==> src/rtl/evt_pkg.sv <==
package evt_pkg;
  localparam int REG_W  = 32;
  localparam int NUM_EV = 13;
  localparam int EV_LSB = REG_W - NUM_EV;

  // register addresses
  localparam int A_STATUS = 0;
  localparam int A_MASK   = 1;
  localparam int A_MGMT   = 2;
  localparam int A_TXCTL  = 3;

  // event indices relative to EV_LSB
  localparam int EV_MII = 23 - EV_LSB;
  localparam int EV_GRA = 28 - EV_LSB;

  // interrupt line -> event index (status bit minus EV_LSB)
  function automatic int irq_src(input int line);
    int bitpos;
    case (line)
      0:  bitpos = 27;
      1:  bitpos = 26;
      2:  bitpos = 19;
      3:  bitpos = 20;
      4:  bitpos = 25;
      5:  bitpos = 24;
      6:  bitpos = 23;
      7:  bitpos = 21;
      8:  bitpos = 31;
      9:  bitpos = 28;
      10: bitpos = 22;
      11: bitpos = 29;
      default: bitpos = 30;
    endcase
    return bitpos - EV_LSB;
  endfunction
endpackage

==> src/rtl/evt_status_reg.sv <==
module evt_status_reg #(
  parameter int N = evt_pkg::NUM_EV
) (
  input  logic         clk,
  input  logic         rst_n,
  input  logic         clear_all,
  input  logic [N-1:0] set_vec,
  input  logic [N-1:0] clr_vec,
  output logic [N-1:0] status_q
);
  always_ff @(posedge clk or negedge rst_n) begin
    if (!rst_n)         status_q <= '0;
    else if (clear_all) status_q <= '0;
    else                status_q <= (status_q & ~clr_vec) | set_vec;
  end

  AST_W1C_CLEARS: assert property (@(posedge clk) disable iff (!rst_n)
    !$past(clear_all) |-> ((status_q & ($past(clr_vec) & ~$past(set_vec))) == '0));

  AST_SET_WINS: assert property (@(posedge clk) disable iff (!rst_n)
    !$past(clear_all) |-> ((status_q & $past(set_vec)) == $past(set_vec)));

  AST_UNTOUCHED_HOLD: assert property (@(posedge clk) disable iff (!rst_n)
    !$past(clear_all) |-> ((status_q & ~($past(set_vec) | $past(clr_vec))) ==
                           ($past(status_q) & ~($past(set_vec) | $past(clr_vec)))));
endmodule

==> src/rtl/evt_mask_reg.sv <==
module evt_mask_reg #(
  parameter int W = evt_pkg::REG_W
) (
  input  logic         clk,
  input  logic         rst_n,
  input  logic         clear_all,
  input  logic         wr_en,
  input  logic [W-1:0] wdata,
  output logic [W-1:0] mask_q
);
  always_ff @(posedge clk or negedge rst_n) begin
    if (!rst_n)         mask_q <= '0;
    else if (clear_all) mask_q <= '0;
    else if (wr_en)     mask_q <= wdata;
  end

  AST_MASK_REPLACE: assert property (@(posedge clk) disable iff (!rst_n)
    ($past(wr_en) && !$past(clear_all)) |-> (mask_q == $past(wdata)));
endmodule

==> src/rtl/evt_irq_map.sv <==
module evt_irq_map #(
  parameter int N = evt_pkg::NUM_EV
) (
  input  logic         clk,
  input  logic         rst_n,
  input  logic [N-1:0] ev_status,
  input  logic [N-1:0] ev_mask,
  output logic [N-1:0] irq_q
);
  for (genvar g = 0; g < N; g++) begin : g_line
    localparam int SRC = evt_pkg::irq_src(g);
    always_ff @(posedge clk or negedge rst_n) begin
      if (!rst_n) irq_q[g] <= 1'b0;
      else        irq_q[g] <= ev_status[SRC] & ev_mask[SRC];
    end
  end
endmodule

==> src/rtl/evt_irq_fanout.sv <==
module evt_irq_fanout #(
  parameter int DATA_W = evt_pkg::REG_W,
  parameter int ADDR_W = 4
) (
  input  logic                     clk,
  input  logic                     rst_n,
  input  logic                     ctrl_reset_i,
  input  logic [evt_pkg::NUM_EV-1:0] ev_set_i,
  input  logic                     reg_wr_i,
  input  logic [ADDR_W-1:0]        reg_addr_i,
  input  logic [DATA_W-1:0]        reg_wdata_i,
  output logic [DATA_W-1:0]        reg_rdata_o,
  output logic [evt_pkg::NUM_EV-1:0] irq_o
);
  import evt_pkg::*;
  localparam int N   = NUM_EV;
  localparam int LSB = DATA_W - N;

  logic          wr_status, wr_mask, wr_mgmt, wr_txctl;
  logic [N-1:0]  set_vec, clr_vec, status_q;
  logic [DATA_W-1:0] mask_q;

  assign wr_status = reg_wr_i && (reg_addr_i == ADDR_W'(A_STATUS));
  assign wr_mask   = reg_wr_i && (reg_addr_i == ADDR_W'(A_MASK));
  assign wr_mgmt   = reg_wr_i && (reg_addr_i == ADDR_W'(A_MGMT));
  assign wr_txctl  = reg_wr_i && (reg_addr_i == ADDR_W'(A_TXCTL));

  always_comb begin
    set_vec = ev_set_i;
    if (wr_mgmt)                   set_vec[EV_MII] = 1'b1;
    if (wr_txctl && reg_wdata_i[0]) set_vec[EV_GRA] = 1'b1;
    clr_vec = wr_status ? reg_wdata_i[DATA_W-1:LSB] : '0;
  end

  evt_status_reg #(.N(N)) i_status (
    .clk(clk), .rst_n(rst_n), .clear_all(ctrl_reset_i),
    .set_vec(set_vec), .clr_vec(clr_vec), .status_q(status_q));

  evt_mask_reg #(.W(DATA_W)) i_mask (
    .clk(clk), .rst_n(rst_n), .clear_all(ctrl_reset_i),
    .wr_en(wr_mask), .wdata(reg_wdata_i), .mask_q(mask_q));

  evt_irq_map #(.N(N)) i_map (
    .clk(clk), .rst_n(rst_n), .ev_status(status_q),
    .ev_mask(mask_q[DATA_W-1:LSB]), .irq_q(irq_o));

  always_comb begin
    if (reg_addr_i == ADDR_W'(A_STATUS))    reg_rdata_o = {status_q, {LSB{1'b0}}};
    else if (reg_addr_i == ADDR_W'(A_MASK)) reg_rdata_o = mask_q;
    else                                    reg_rdata_o = '0;
  end

  AST_RESET_CLEARS: assert property (@(posedge clk) disable iff (!rst_n)
    $past(ctrl_reset_i) |-> (status_q == '0 && mask_q == '0));

  AST_MII_ON_MGMT: assert property (@(posedge clk) disable iff (!rst_n)
    ($past(wr_mgmt) && !$past(ctrl_reset_i)) |-> status_q[EV_MII]);

  AST_GRA_ON_TXCTL: assert property (@(posedge clk) disable iff (!rst_n)
    ($past(wr_txctl) && $past(reg_wdata_i[0]) && !$past(ctrl_reset_i)) |-> status_q[EV_GRA]);

  for (genvar g = 0; g < N; g++) begin : g_chk
    localparam int SRC = irq_src(g);
    AST_IRQ_GATED: assert property (@(posedge clk) disable iff (!rst_n)
      irq_o[g] |-> ($past(mask_q[LSB+SRC]) && $past(status_q[SRC])));
  end
endmodule

==> config.mk <==
export PLATFORM = sky130hd
export DESIGN_NAME = evt_irq_fanout
export DESIGN_NICKNAME = d
export VERILOG_FILES = /design/src/rtl/evt_pkg.sv /design/src/rtl/evt_status_reg.sv /design/src/rtl/evt_mask_reg.sv /design/src/rtl/evt_irq_map.sv /design/src/rtl/evt_irq_fanout.sv
export SDC_FILE = /design/constraint.sdc
export NUM_CORES = 1
export LEC_CHECK = 0
export ABC_AREA = 1
export BUFFER_PORTS_ARGS = -buffer_cell sky130_fd_sc_hd__buf_2
export CORE_ASPECT_RATIO = 0.7
export CORE_MARGIN = 8
export CORE_UTILIZATION = 49
export DETAILED_ROUTE_END_ITERATION = 12
export GPL_ROUTABILITY_DRIVEN = 1
export PLACE_DENSITY = 0.81
export SLEW_MARGIN = 20
export SYNTH_ARGS = -nofsm -noshare
export SYNTH_HDL_FRONTEND = slang
export SYNTH_SLANG_ARGS = --single-unit
==> constraint.sdc <==
create_clock -name clk -period 1.2 [get_ports clk]
set_input_delay 0.12 -clock clk [delete_from_list [all_inputs] [get_ports clk]]
set_output_delay 0.12 -clock clk [all_outputs]
set_load 0.01 [all_outputs]
==> run metrics, run 1 <==
cell taking the most area after synthesis dfrtp_1; Final Max Slew Viols 0; Finished Layout Cells 543; reg2reg start i_mask.mask_q[30]; critical path fanouts, max 3; synth warn 0; #FFs+latches synth 58; r2r setup slk 450 ps; Total GRT Usage 18.3%; DR pass1 iterations 5; Worst setup SP type flop; crit end category output port; Ports 98; top post-synthesis cells by count nand2_1, nand3_1, dfrtp_1; EDFF count, synth 0; Main synth FF type dfrtp_1; Inserted Diodes 0; die outline height 78.6 um; initial antenna violation count 0; number of placed instances, taps included 509; # rows 22; slew at the pin closest to its max-slew limit 339 ps; share of the synthesized area in the top cell type 52.9%; Die X 105 um; CTS Buf Count 9; Worst-Skew Late Latency 340 ps; Synth Instances 346; TritonCTS sink count 58; NumNets Final 519; # setup viols final 0; R2R depth 3; H-tree depth 3; Syn Nets 399; post-synthesis sequential area ratio 52.9%; worst setup path class flop to output port; synth unique cells 18; post-synthesis cell area 2750 um^2; Port Buffer Count 97; Setup TNS 0 ps; Root Driver clkbuf_8; Worst-path clk slew 60 ps; pin count of the biggest net entering global routing 59; dpl cell area 3350 um^2; FMAX 872 MHz; drt wl/cell 13.5 um; first-pass GRT wire length 12.2 mm; Overflow after GRT 0; CP required 1080 ps; Avg Inst Size Synth 7.93 um^2; Synth-to-Final Area Change 35.2%; slew margin rel. 77.4%; max capacitance violation total 0; pwr/cell area 1200 nW/um^2; crit path DAT 1030 ps; crit path to reg_rdata_o[26]; R2R Path End i_mask.mask_q[30]; CP startpoint i_mask.mask_q[26]; layout cells sized above 1 29.7%; residual DRC count 0; Longest Clk Path Bufs 2; routability congestion estimate 0.796; hold path startpoint reg_wdata_i[13]; starting density of the core 51.7%; Synth area leaders dfrtp_1, nand2_1, nand3_1; cell with the most instances after synthesis nand2_1; Worst Skew 9.61 ps; HP Class input pin to flop; initial drt markers 132; Tot Pwr 4.45 mW; CORE AREA 5310 um^2; status completed; dpl hpwl 5.27 mm; final instance area 3710 um^2; VDD IR max 0.000873 V; full die area 8290 um^2; Detail Route Antenna Nets 0; Total Wirelength 7.32 mm; fin crit share 95.6%; leakage power 2.23 nW; Final Critical Period 1150 ps; vias per cell 4.88; asr flop ratio synth 100%; via count 2651; CTS tree yes; vias in the first global route 2580; WHS 13.9 ps; final hold violations 0
-- placed cells by master, fill, tap and decap left out, drive strengths merged --
cell,count
dfrtp,58
nand3,61
dlygate4sd3,13
clkbuf,12
inv,49
a21oi,13
clkinv,2
nor2,24
nand2,108
clkinvlp,2
nand4,13
buf,116
-- metal layers --
layer	vias up	global-route usage (%)	part of all wire [%]
met2	107	27.5	45
met3	9	8.81	9.7
li1	1319	-	-
met1	1216	22.6	44
met5	-	0	0
met4	0	5.82	0.93
-- report_power, final --
group          switching (mW)  leakage, nW  total [mW]  internal, mW
combinational           0.356         1.38       0.627         0.271
sequential             0.0796        0.757        2.17          2.09
clock                   0.740       0.0944        1.65         0.909
-- sequential cells by signal, indices dropped and copies added, names as in the netlist --
| register | flops |
|---|---|
| i_status.status_q | 13 |
| i_mask.mask_q | 32 |
| i_map.irq_q | 13 |
-- worst max-delay path: stages (launching register included) --
cell and delay, ps:
dfrtp_1 410, nand3_1 90, nand2_1 60, buf_2 140
-- area by class of cell --
class | instances | area [um^2]
tap | 72 | 90.1
multi-input combinational | 219 | 985
clock buffer | 12 | 165
fill | 458 | 1600
inverter | 49 | 186
sequential | 58 | 1450
timing repair buffer | 129 | 808
clock inverter | 4 | 25.0
-- worst min-delay path by stage --
stage / endpoint / depth (start not counted)
finish: i_mask.mask_q[13] / 3
global route: i_mask.mask_q[13] / 3
CTS: i_mask.mask_q[4] / 3
detailed placement: i_mask.mask_q[8] / 2
global placement: i_mask.mask_q[3] / 2
floorplan: i_map.irq_q[0] / 0
-- stage by stage --
stage	utilization [%]	setup slack, ps
finish	69.9	53.0
detailed placement	63.0	42.2
global route	69.9	-6.21
global placement	63.0	133
floorplan	-	196
CTS	69.1	34.3
-- cell families (layout without fill, tap and decap cells) --
| family | after synthesis | count (layout) | synth area share [%] |
|---|---|---|---|
| AOI/OAI and AO/OA | 13 | 13 | 2.37 |
| buffers and inverters | 69 | 194 | 11.6 |
| DFF | 58 | 58 | 52.9 |
| and+or+nand+nor | 206 | 206 | 33.1 |
-- what timing repair did --
item / 4_1_cts / 5_1_grt
endpoints found under the setup margin: 0 / 11
setup buffers: 0 / 5
hold endpoints to repair: 70 / 0
hold buffers: 13 / 0
gates resized for setup: 0 / 1
No activity file was read; power rests on OpenSTA's default activity.
==> run 2: changes to the inputs <==
- REMOVE_ABC_BUFFERS: not set -> 1
==> run metrics, run 2 (synthesis results as in run 1) <==
r2r setup slk 340 ps; Storage cell area 1450 um^2; CTS tree yes; clock power share 41.4%; area of the multi-input gates 992 um^2; NumNets Final 520; commonest non-fill, non-tap cell in the layout nand2_1; worst setup path class flop to output port; Synth-to-Final Area Change 36.6%; HP Class input pin to flop; die outline height 78.6 um; vias in the first global route 2648; max capacitance violation total 0; Min-Delay Path Depth 3; # rows 22; CP Buf/Inv Count 1; slew margin rel. 77.7%; pre-CTS setup slack -76.0 ps; most frequent cells in the layout nand2_1, buf_2, nand3_1; Port Buffer Count 97; CP delay by family, top flip-flops; FMAX 864 MHz; pwr/cell area 1280 nW/um^2; Total GRT Usage 19.3%; hold path startpoint ev_set_i[12]; R2R depth 4; VDD IR max 0.000718 V; slew at the pin closest to its max-slew limit 334 ps; Total Wirelength 7.68 mm; residual DRC count 0; # setup viols final 0; full die area 8290 um^2; worst setup margin 42.6 ps; initial antenna violation count 0; Fillers 442; initial drt markers 163; Worst Hold Path EP i_status.status_q[12]; R2R Path End i_mask.mask_q[21]; DR pass1 iterations 4; via count 2701; Inserted Diodes 0; critical path fanouts, max 3; pin count of the biggest net entering global routing 50; reg2reg start i_mask.mask_q[21]; dpl hpwl 5.24 mm; Worst path slowest cell dfrtp_1; Root Driver clkbuf_8; H-tree depth 3; Biggest register i_mask.mask_q; CTS Buf Count 9; largest registers i_mask.mask_q: 32 flops, i_map.irq_q: 13 flops, i_status.status_q: 13 flops; Flop pwr share 45.4%; drt wl/cell 14.1 um; CP Cell Sequence nand3_2, nand2_2, buf_2; CP required 1080 ps; Finished Core Util 70.6%; Detail Route Antenna Nets 0; Net Sw Frac 25.3%; P_sw 1.21 mW; Final Max Slew Viols 0; Longest Clk Path Bufs 2; TritonCTS sink count 58; Worst Skew 7.30 ps; Overflow after GRT 0; Final Critical Period 1160 ps; vias per cell 4.97; crit-path max cell delay 410 ps; Tot Pwr 4.79 mW; first-pass GRT wire length 13.0 mm; final hold violations 0; Die X 105 um; Worst-Skew Late Latency 340 ps; status completed; CORE AREA 5310 um^2; starting density of the core 51.7%; Worst-path clk slew 70 ps; crit end category output port; Comb pwr share 13.2%; layout cells sized above 1 30.1%; max reg flops 32; internal power 3.58 mW; leakage power 2.25 nW; Worst setup SP type flop; fin crit share 96.4%; crit path DAT 1040 ps; routability congestion estimate 0.825; Ports 98
run 2: power groups by stage:
stage	sequential, mW	combinational (mW)	clock (mW)
2_1_floorplan	2.20	0.248	0
3_3_place_gp	2.20	0.550	0
3_5_place_dp	2.21	0.565	0
4_1_cts	2.18	0.605	2.03
5_1_grt	2.20	0.713	2.12
6_report	2.18	0.633	1.98
run 2: per-layer routing:
metal	up-vias	GRT usage, %	part of all wire (%)
li1	1321	-	-
met1	1244	24.3	42
met2	129	29.4	47
met3	7	7.91	11
met4	0	6.38	0.72
met5	-	0	0
run 2: cell type report:
class | count | share of cell area, %
Sequential cell | 58 | 38.7
Multi-Input combinational cell | 219 | 26.5
Timing Repair Buffer | 130 | 21.6
Inverter | 49 | 4.97
Clock buffer | 11 | 3.77
Tap cell | 72 | 2.40
Clock inverter | 5 | 2.07
run 2: how the worst max path moves through the flow:
stage / from / endpoint / slack (ps) / cells past startpoint
after floorplan: reg_addr_i[3] / i_mask.mask_q[0] / -610 / 6
after global placement: reg_addr_i[3] / reg_rdata_o[22] / -10 / 6
after detailed placement: reg_addr_i[3] / reg_rdata_o[22] / -80 / 6
after CTS: i_status.status_q[3] / reg_rdata_o[22] / 20 / 3
after global routing: i_status.status_q[3] / reg_rdata_o[22] / -20 / 3
final: i_status.status_q[3] / reg_rdata_o[22] / 40 / 3
run 2: stage by stage:
step	setup TNS, ps	hold slack (ps)	cell area [um^2]	std cells
CTS	0	0.209	3690	537
global route	-22.6	6.87	3750	544
finish	0	16.0	3750	544
global placement	-15.0	-0.302	3320	508
floorplan	-34150	-176	2610	326
detailed placement	-1230	1.50	3320	508
run 2: repair_timing:
action	4_1_cts	5_1_grt
setup buffers	0	7
endpoints found under the hold margin	70	0
gates resized for setup	3	3
pin swaps	0	2
hold buffers	13	0
setup endpoints to repair	28	3
run 2: worst min-delay path: cells and delay by family:
family	cells	cell delay, ps
buffers and inverters	2	140
AOI/OAI and AO/OA	1	60
==> run 3: changes to the inputs <==
- ABC_AREA: 1 -> not set
- CORE_UTILIZATION: 49 -> 48
==> run metrics, run 3 <==
CP required 1080 ps; internal power 3.00 mW; CP Buf/Inv Count 4; Final Max Slew Viols 0; Port Buffer Count 97; vias per cell 5.45; CP Cell Sequence buf_8, buf_6, nor4_4, buf_6, a22o_1, buf_2; Root Driver clkbuf_8; Total Wirelength 8.21 mm; initial drt markers 166; drt wl/cell 19.4 um; crit-path max cell delay 330 ps; H-tree depth 3; crit end category output port; EDFF count, synth 0; FMAX 784 MHz; Worst-Skew Late Latency 340 ps; max reg flops 32; synth unique cells 20; Net Sw Frac 26.8%; Fillers 292; HP Class input pin to flop; pin count of the biggest net entering global routing 24; post-synthesis cell area 2460 um^2; crit path DAT 1160 ps; max capacitance violation total 0; CTS tree yes; Inserted Diodes 0; CORE AREA 4860 um^2; failing checks negative setup slack; CTS Buf Count 9; leakage power 2.06 nW; Crit path top cell by count buf_6; number of placed instances, taps included 371; CP delay by family, top buffers and inverters; NumNets Final 403; RSZ-0062 raised after global routing yes; Storage cell area 1450 um^2; starting density of the core 50.7%; pre-CTS setup slack -85.3 ps; pwr/cell area 1050 nW/um^2; TritonCTS sink count 58; cell with the most instances after synthesis dfrtp_1; Biggest register i_mask.mask_q; Worst setup SP type input pin; area of the multi-input gates 993 um^2; WHS 6.36 ps; worst setup margin -76.2 ps; clock power share 38.4%; full die area 7720 um^2; Finished Core Util 80.1%; asr flop ratio synth 100%; slew margin rel. 67.7%; vias in the first global route 2472; VDD IR max 0.000776 V; Finished Layout Cells 424; residual DRC count 0; commonest non-fill, non-tap cell in the layout buf_2; Synth area leaders dfrtp_1, a22o_1, and2_1; fin crit share 106%; final hold violations 0; slew at the pin closest to its max-slew limit 484 ps; dpl hpwl 4.92 mm; Worst Skew 4.17 ps; Comb pwr share 12.0%; #FFs+latches synth 58; Avg Inst Size Synth 12.3 um^2; synth warn 0; # setup viols final 29; layout cells sized above 1 49.0%; initial antenna violation count 1; DR pass1 iterations 4; Metal-1 WL 3.32 mm; DR top layer met5; Synth Instances 200; cell taking the most area after synthesis dfrtp_1; top post-synthesis cells by count dfrtp_1, a22o_1, and2_1; Ports 98; largest registers i_mask.mask_q: 32 flops, i_map.irq_q: 13 flops, i_status.status_q: 13 flops; share of the synthesized area in the top cell type 58.9%; Die X 102 um; status complete, but fails checks; critical path fanouts, max 7; Routed met3 length 823 um; final instance area 3890 um^2; Longest Clk Path Bufs 2; Main synth FF type dfrtp_1; worst setup path class input pin to output port; most frequent cells in the layout buf_2, dfrtp_1, a22o_1; Detail Route Antenna Nets 0; Final Critical Period 1280 ps; Overflow after GRT 0; first-pass GRT wire length 12.7 mm; Flop pwr share 49.6%; post-synthesis sequential area ratio 58.9%; P_sw 1.10 mW; Worst path slowest cell nor4_4; # rows 21; Total GRT Usage 21.1%; Worst-path clk slew 70 ps; met2 wire length 3.95 mm; dpl cell area 3150 um^2; die outline height 76.0 um; Synth-to-Final Area Change 57.9%; routability congestion estimate 0.786; via count 2311
run 3: changes by cell type after synthesis, moves of 11 or more:
cell,delta
a22o_1,+45
and2_1,+33
and4b_1,+11
inv_1,-44
nand2_1,-106
nand3_1,-60
nand4_1,-13
nor3_1,+12
run 3: timing repair:
| action | in CTS | in global routing |
|---|---|---|
| hold buffers | 17 | 2 |
| hold endpoints to repair | 31 | 2 |
| pin swaps | 15 | 18 |
| setup buffers | 10 | 4 |
| setup endpoints to repair | 32 | 32 |
| resized for setup | 22 | 39 |
| gates cloned | 3 | 1 |
run 3: path summary, 6_finish.rpt:
kind / startpoint / end / slack (ps) / depth (start not counted)
worst max-delay path: reg_addr_i[3] / reg_rdata_o[29] / -80 / 6
worst min-delay path: reg_wdata_i[20] / i_mask.mask_q[20] / 6 / 2
worst max register to register: i_status.status_q[4] / i_status.status_q[4] / 370 / 3
worst min register to register: i_mask.mask_q[18] / i_mask.mask_q[18] / 500 / 1
max in group asynchronous: rst_n / i_map.irq_q[8] / 440 / 3
min in group asynchronous: rst_n / i_status.status_q[10] / 270 / 2
run 3: layout make-up:
class,instances,share of cell area [%]
sequential,58,37.3
clock inverter,7,1.19
timing repair buffer,153,30.3
multi-input combinational,125,25.5
inverter,3,0.289
tap,69,2.22
clock buffer,9,3.18
run 3: kinds of logic (layout without fill, tap and decap cells):
kind of cell | count (synthesis) | count (layout) | share of synthesized area (%)
compound gates | 52 | 52 | 17.9
buf+inv | 17 | 172 | 3.86
flops | 58 | 58 | 58.9
simple gates | 73 | 73 | 19.3
run 3: layer usage:
metal,track usage (%),vias to the layer above
met4,6.52,2
met5,0,-
li1,-,1041
met1,25.3,1139
met2,32.6,113
met3,10.2,16
run 3: stage by stage:
| stage | power [mW] | setup TNS [ps] |
|---|---|---|
| floorplan | 2.16 | -32420 |
| global placement | 2.42 | -1640 |
| detailed placement | 2.43 | -3280 |
| CTS | 4.08 | -1450 |
| global route | 4.25 | -2290 |
| finish | 4.09 | -955 |
run 3: worst reg2reg max path, stage by stage, from the launching register on:
cell and delay (ps):
dfrtp_1 390, inv_1 50, a31o_2 210, a21oi_1 110
run 3: power by group through the flow:
stage          Sequential, mW  Combinational [mW]  Clock (mW)
2_1_floorplan            2.06               0.102           0
3_3_place_gp             2.07               0.350           0
3_5_place_dp             2.07               0.357           0
4_1_cts                  2.03               0.453        1.60
5_1_grt                  2.04               0.535        1.68
6_report                 2.03               0.490        1.57
